### src/rtl/urx_pkg.sv
package urx_pkg;
  typedef enum logic {
    RX_IDLE   = 1'b0,
    RX_ACTIVE = 1'b1
  } rx_state_e;

  function automatic logic maj3(input logic a, input logic b, input logic c);
    return (a & b) | (a & c) | (b & c);
  endfunction
endpackage

### src/rtl/urx_sampler.sv
module urx_sampler #(
  parameter int SYNC_STAGES = 2,
  parameter int CNT_W       = 4,
  parameter int S_FIRST     = 7
) (
  input  logic             clk,
  input  logic             rst_n,
  input  logic             rxd,
  input  logic             tick,
  input  logic [CNT_W-1:0] cnt,
  output logic             rxd_s,
  output logic             fall,
  output logic             vote
);
  localparam logic [CNT_W-1:0] PT_A = CNT_W'(S_FIRST);
  localparam logic [CNT_W-1:0] PT_B = CNT_W'(S_FIRST + 1);

  logic [SYNC_STAGES-1:0] sync_q;
  logic                   prev_q;
  logic                   smp_a_q, smp_b_q;

  always_ff @(posedge clk or negedge rst_n) begin
    if (!rst_n) begin
      sync_q <= '1;
      prev_q <= 1'b1;
    end else begin
      sync_q <= {sync_q[SYNC_STAGES-2:0], rxd};
      prev_q <= sync_q[SYNC_STAGES-1];
    end
  end

  always_ff @(posedge clk or negedge rst_n) begin
    if (!rst_n) begin
      smp_a_q <= 1'b1;
      smp_b_q <= 1'b1;
    end else begin
      if (tick && cnt == PT_A) smp_a_q <= sync_q[SYNC_STAGES-1];
      if (tick && cnt == PT_B) smp_b_q <= sync_q[SYNC_STAGES-1];
    end
  end

  assign rxd_s = sync_q[SYNC_STAGES-1];
  assign fall  = prev_q & ~rxd_s;
  assign vote  = urx_pkg::maj3(smp_a_q, smp_b_q, rxd_s);
endmodule

### src/rtl/urx_framer.sv
module urx_framer #(
  parameter int DATA_W = 8,
  parameter int CNT_W  = 4
) (
  input  logic              clk,
  input  logic              rst_n,
  input  logic              tick,
  input  logic              fall,
  input  logic              vote,
  input  logic              enable,
  input  logic              nine_bit,
  output logic [CNT_W-1:0]  cnt,
  output logic              frame_done,
  output logic [DATA_W-1:0] data_out,
  output logic              ninth_out,
  output logic              stop_out
);
  import urx_pkg::*;

  localparam int OSR   = 1 << CNT_W;
  localparam int IDX_W = $clog2(DATA_W + 3);
  localparam logic [CNT_W-1:0] VOTE_PT = CNT_W'(OSR / 2 + 1);
  localparam logic [CNT_W-1:0] LAST_PT = CNT_W'(OSR - 1);

  rx_state_e         state_q, state_d;
  logic [CNT_W-1:0]  cnt_q, cnt_d;
  logic [IDX_W-1:0]  idx_q, idx_d;
  logic [DATA_W-1:0] shift_q, shift_d;
  logic              ninth_q, ninth_d;
  logic [IDX_W-1:0]  stop_idx;

  assign stop_idx = nine_bit ? IDX_W'(DATA_W + 2) : IDX_W'(DATA_W + 1);

  always_comb begin
    state_d    = state_q;
    cnt_d      = cnt_q;
    idx_d      = idx_q;
    shift_d    = shift_q;
    ninth_d    = ninth_q;
    frame_done = 1'b0;
    case (state_q)
      RX_IDLE: begin
        if (enable && fall) begin
          state_d = RX_ACTIVE;
          cnt_d   = '0;
          idx_d   = '0;
        end
      end
      RX_ACTIVE: begin
        if (tick) begin
          cnt_d = cnt_q + 1'b1;
          if (cnt_q == LAST_PT) idx_d = idx_q + 1'b1;
        end
        if (tick && cnt_q == VOTE_PT) begin
          if (idx_q == '0) begin
            if (vote) state_d = RX_IDLE;
          end else if (idx_q == stop_idx) begin
            frame_done = 1'b1;
            state_d    = RX_IDLE;
          end else if (idx_q <= IDX_W'(DATA_W)) begin
            shift_d = {vote, shift_q[DATA_W-1:1]};
          end else begin
            ninth_d = vote;
          end
        end
      end
      default: state_d = RX_IDLE;
    endcase
    if (!enable) state_d = RX_IDLE;
  end

  always_ff @(posedge clk or negedge rst_n) begin
    if (!rst_n) begin
      state_q <= RX_IDLE;
      cnt_q   <= '0;
      idx_q   <= '0;
      shift_q <= '0;
      ninth_q <= 1'b0;
    end else begin
      state_q <= state_d;
      cnt_q   <= cnt_d;
      idx_q   <= idx_d;
      shift_q <= shift_d;
      ninth_q <= ninth_d;
    end
  end

  assign cnt       = cnt_q;
  assign data_out  = shift_q;
  assign ninth_out = ninth_q;
  assign stop_out  = vote;


  idle_hold_chk: assert property (@(posedge clk) disable iff (!rst_n)
    !enable |=> state_q == RX_IDLE);


  realign_chk: assert property (@(posedge clk) disable iff (!rst_n)
    (state_q == RX_IDLE && enable && fall) |=> (state_q == RX_ACTIVE && cnt_q == '0));
endmodule

### src/rtl/urx_regs.sv
module urx_regs #(
  parameter int DATA_W = 8
) (
  input  logic              clk,
  input  logic              rst_n,
  input  logic              frame_done,
  input  logic [DATA_W-1:0] data_in,
  input  logic              ninth_in,
  input  logic              stop_in,
  input  logic              nine_bit,
  input  logic              addr_filt,
  input  logic              flag_clr,
  input  logic              fe_clr,
  output logic [DATA_W-1:0] rx_data,
  output logic              rx_bit9,
  output logic              rx_flag,
  output logic              fe
);
  logic [DATA_W-1:0] data_q, data_d;
  logic              bit9_q, bit9_d;
  logic              flag_q, flag_d;
  logic              fe_q, fe_d;
  logic              extra, accept;

  always_comb begin
    extra  = nine_bit ? ninth_in : stop_in;
    accept = frame_done && !flag_q && (!addr_filt || extra);
    data_d = accept ? data_in : data_q;
    bit9_d = accept ? extra : bit9_q;
    flag_d = accept ? 1'b1 : (flag_clr ? 1'b0 : flag_q);
    fe_d   = (frame_done && !stop_in) ? 1'b1 : (fe_clr ? 1'b0 : fe_q);
  end

  always_ff @(posedge clk or negedge rst_n) begin
    if (!rst_n) begin
      data_q <= '0;
      bit9_q <= 1'b0;
      flag_q <= 1'b0;
      fe_q   <= 1'b0;
    end else begin
      data_q <= data_d;
      bit9_q <= bit9_d;
      flag_q <= flag_d;
      fe_q   <= fe_d;
    end
  end

  assign rx_data = data_q;
  assign rx_bit9 = bit9_q;
  assign rx_flag = flag_q;
  assign fe      = fe_q;


  no_load_when_full_chk: assert property (@(posedge clk) disable iff (!rst_n)
    flag_q |=> ($stable(data_q) && $stable(bit9_q)));


  flag_sticky_chk: assert property (@(posedge clk) disable iff (!rst_n)
    (flag_q && !flag_clr) |=> flag_q);


  fe_sticky_chk: assert property (@(posedge clk) disable iff (!rst_n)
    (fe_q && !fe_clr) |=> fe_q);
endmodule

### src/rtl/uart_rx_mpf.sv
module uart_rx_mpf #(
  parameter int DATA_W      = 8,
  parameter int CNT_W       = 4,
  parameter int SYNC_STAGES = 2
) (
  input  logic              clk,
  input  logic              rst_n,
  input  logic              tick16,
  input  logic              rxd,
  input  logic              rx_en,
  input  logic [1:0]        mode,
  input  logic              addr_filt,
  input  logic              fe_alias_sel,
  input  logic              flag_clr,
  input  logic              fe_clr,
  output logic [DATA_W-1:0] rx_data,
  output logic              rx_bit9,
  output logic              rx_flag,
  output logic              ctl_bit7
);
  localparam int S_FIRST = (1 << CNT_W) / 2 - 1;

  logic             rxd_s, fall, vote, enable, nine_bit;
  logic [CNT_W-1:0] cnt;
  logic             frame_done, ninth, stop_bit, fe;
  logic [DATA_W-1:0] frame_data;

  assign enable   = rx_en && (mode != 2'b00);
  assign nine_bit = mode[1];

  urx_sampler #(.SYNC_STAGES(SYNC_STAGES), .CNT_W(CNT_W), .S_FIRST(S_FIRST)) u_smp (
    .clk(clk), .rst_n(rst_n), .rxd(rxd), .tick(tick16), .cnt(cnt),
    .rxd_s(rxd_s), .fall(fall), .vote(vote)
  );

  urx_framer #(.DATA_W(DATA_W), .CNT_W(CNT_W)) u_frm (
    .clk(clk), .rst_n(rst_n), .tick(tick16), .fall(fall), .vote(vote),
    .enable(enable), .nine_bit(nine_bit), .cnt(cnt), .frame_done(frame_done),
    .data_out(frame_data), .ninth_out(ninth), .stop_out(stop_bit)
  );

  urx_regs #(.DATA_W(DATA_W)) u_reg (
    .clk(clk), .rst_n(rst_n), .frame_done(frame_done), .data_in(frame_data),
    .ninth_in(ninth), .stop_in(stop_bit), .nine_bit(nine_bit),
    .addr_filt(addr_filt), .flag_clr(flag_clr), .fe_clr(fe_clr),
    .rx_data(rx_data), .rx_bit9(rx_bit9), .rx_flag(rx_flag), .fe(fe)
  );

  assign ctl_bit7 = fe_alias_sel ? fe : mode[1];


  alias_sel_chk: assert property (@(posedge clk) disable iff (!rst_n)
    !fe_alias_sel |-> (ctl_bit7 == mode[1]));


  no_frame_when_off_chk: assert property (@(posedge clk) disable iff (!rst_n)
    (!rx_en && !rx_flag && !flag_clr && $past(!rx_en)) |=> !rx_flag);
endmodule

### config.mk
export PLATFORM = sky130hd
export DESIGN_NAME = uart_rx_mpf
export DESIGN_NICKNAME = d
export VERILOG_FILES = /design/src/rtl/urx_pkg.sv /design/src/rtl/urx_sampler.sv /design/src/rtl/urx_framer.sv /design/src/rtl/urx_regs.sv /design/src/rtl/uart_rx_mpf.sv
export SDC_FILE = /design/constraint.sdc
export NUM_CORES = 1
export LEC_CHECK = 0
export BUFFER_PORTS_ARGS = -buffer_cell sky130_fd_sc_hd__buf_2
export CORE_ASPECT_RATIO = 0.8
export CORE_MARGIN = 5
export CORE_UTILIZATION = 59
export CTS_BUF_LIST = sky130_fd_sc_hd__clkbuf_16
export DETAILED_ROUTE_END_ITERATION = 16
export PLACE_DENSITY = 0.93
export SLEW_MARGIN = 10
export SYNTH_ARGS = -nofsm -noshare
export SYNTH_HDL_FRONTEND = slang
export SYNTH_SLANG_ARGS = --single-unit
### constraint.sdc
create_clock -name clk -period 4.05 [get_ports clk]
set_clock_uncertainty 0.2 [all_clocks]
set_input_delay 0.6075 -clock clk [delete_from_list [all_inputs] [get_ports clk]]
set_output_delay 0.6075 -clock clk [all_outputs]
set_load 0.02 [all_outputs]
==> results.toml <==
[drt]
first_iter_violations = 93
drc_errors = 0
wl_per_cell_um = 16.6
vias = 1131
viasPerCell = 5.83
drtPass1Iterations = 4
wl_mm = 3.23
ant_nets = 0

[min_path]
whs_path_depth = 0
hp-class = "flop to flop"

[logic_synthesis]
seq_area_frac_synth_pct = 54.2
yosys_warnings = 0
synth_seq_cells = 34
syn_area_per_cell_um2 = 12.2
netlist_area_mm2 = 0.00158
syn_nets = 146
syn_inst = 130
ys_types = 38

[sta]
fmax_mhz = 447
tns_ps = 0
report.final.slew_viol_count = 0
fin_crit_sh_pct = 55.3
rsz0062_at_grt = "no"
period_needed_ps = 2240
finalHoldViolations = 0
worst_slew_pin_slew_ps = 738
max_slew_margin_pct = 50.8
setup_viol = 0

[floorplan]
rows = 16
io_pins = 22
fp.dieH_um = 56.3
start_util_pct = 63.2
dieWidth_um = 67.9
die_area_mm2 = 0.00382
core_mm2 = 0.00250

[clocking]
cts_buffers = 5
clock_latency_ps = 270
clkSlewWorstSetupHoldPaths_ps = 50
cts.path.max_buffers = 2
cts_setup_buffers = 0
cts.sinks = 34
holdBufCountCts = 0
root_buffer = "clkbuf_16"
cts_resized = 0
h-tree-depth = 2
cts_tree = "built"

[cells_and_area]
layout.cells.most_common_list = "dfrtp_1 (29), buf_2 (21), mux2_2 (20)"
antennaDiodeCount = 0
drive_above_1_share_pct = 36.7
num-fill-cells = 161
mostFrequentLayoutCell = "dfrtp_1"
nNetsFinal = 173
area_growth_pct = 17.9

[setup_path]
cp_top_family = "flip-flops"
crit_path_start_kind = "flop"
arrival_ps = 2190
crit_path_top_delay_cell = "dfrtp_1"
cp_num_buf_inv = 1
end_kind = "flop"
slowest_delay_ps = 430
path_cells = "inv_1 > ha_1 > o21ba_2 > o31a_2 > nor3b_4 > mux2_2"
crit_path_max_fanout = 8
worst-setup-path-type = "flop to flop"
cp_num_cells = 6
crit_required_ps = 4000
r2r_cells = 6

[pwr]
powerDensity_mw_per_mm2 = 407
peakVddDrop_v = 0.000279
p_leak_nw = 0.906
p_total_mw = 0.760

[placed_design]
port_buffers = 21
dp_hpwl_mm = 2.23
gp_congestion = 0.824

[status]
status = "complete, no violations"

[grt]
grt-ovfl-total = 0
grt_max_degree = 35
grt_pass1_wl_mm = 5.55
grtUsageTotal_pct = 20.0
grt_pass1_vias = 1166
grt_antenna_before_repair = 0

[job]
maxCapViolCount = 0
## power by group
group | switching (mW) | internal (mW) | total (mW)
combinational | 0.0274 | 0.0192 | 0.0466
clock | 0.130 | 0.222 | 0.352
sequential | 0.0111 | 0.351 | 0.362
## per-stage QoR
stage	worst slack [ps]	utilization (%)	instance area, um2	cells	hold slack (ps)
finish	1810	74.6	1870	194	153
global route	1720	74.6	1870	194	158
CTS	1820	74.6	1870	194	154
detailed placement	1590	69.1	1730	186	147
global placement	1670	69.1	1730	186	146
floorplan	1880	-	1580	130	112
## final timing paths
| path | start | endpoint | slack, ps |
|---|---|---|---|
| setup / recovery | u_frm.idx_q[0] | u_frm.data_out[4] | 1810 |
| hold / removal | u_smp.sync_q[0] | u_smp.sync_q[1] | 150 |
| setup reg to reg | u_frm.idx_q[0] | u_frm.data_out[4] | 1810 |
| hold reg to reg | u_smp.sync_q[0] | u_smp.sync_q[1] | 150 |
| max in group asynchronous | rst_n | u_frm.data_out[4] | 2980 |
| min in group asynchronous | rst_n | u_frm.cnt[1] | 190 |
## Yosys cell counts
cell,instances,area [um2]
inv_1,8,30.0
and3b_1,1,8.76
ha_1,5,62.6
xnor2_1,1,8.76
o21ba_2,1,10.0
and4_1,1,8.76
a21bo_2,1,10.0
a31oi_1,2,12.5
dfstp_2,5,131
nor3_1,1,5.00
o31ai_1,2,15.0
nor4bb_1,1,10.0
nor3b_1,2,15.0
and2_1,1,6.26
xor2_1,1,8.76
or4_1,1,7.51
maj3_1,1,10.0
nand3_1,2,10.0
nor2_1,6,22.5
o31a_2,1,10.0
o21a_1,1,7.51
mux2i_1,2,20.0
mux2_2,20,225
o21ai_0,10,50.1
o22ai_1,2,12.5
and3_2,1,7.51
nand2_1,8,30.0
o31a_1,1,8.76
clkbuf_1,1,3.75
nand4b_1,2,17.5
dfrtp_1,29,726
nor3b_4,1,18.8
and4b_1,1,10.0
a21oi_1,2,10.0
nand4_1,1,6.26
nor2_2,1,6.26
nand2b_1,2,12.5
o211ai_1,1,7.51
## cell families after synthesis
logic type | count (synthesis) | share of synthesized area [%]
flops | 34 | 54.2
simple gates | 33 | 12.8
compound gates | 24 | 9.72
mux | 22 | 15.5
buf+inv | 9 | 2.13
fa+ha+maj | 6 | 4.59
xor+xnor | 2 | 1.11
## registers in the layout, summed over array words and instances, names as in the netlist, 2 cells and up
signal          cells
u_reg.rx_data       8
u_frm.idx_q         4
u_smp.sync_q        2
u_frm.cnt           4
u_frm.data_out      8
## final cells by class
class                           count  area [um2]  area share, %
Clock inverter                      3        12.5          0.670
Sequential cell                    34         857           45.9
Multi-Input combinational cell     87         692           37.1
Timing Repair Buffer               21         105           5.63
Inverter                            8        30.0           1.61
Clock buffer                        5         125           6.70
Tap cell                           36        45.0           2.41
## layer usage
layer	GRT usage, %	wire length [um]	up-vias
met1	24.1	1360	547
met2	30.5	1610	46
met4	10.5	93	0
li1	-	-	526
met3	7.78	170	12
met5	0	0	-
(Power assumes the default switching activity.)
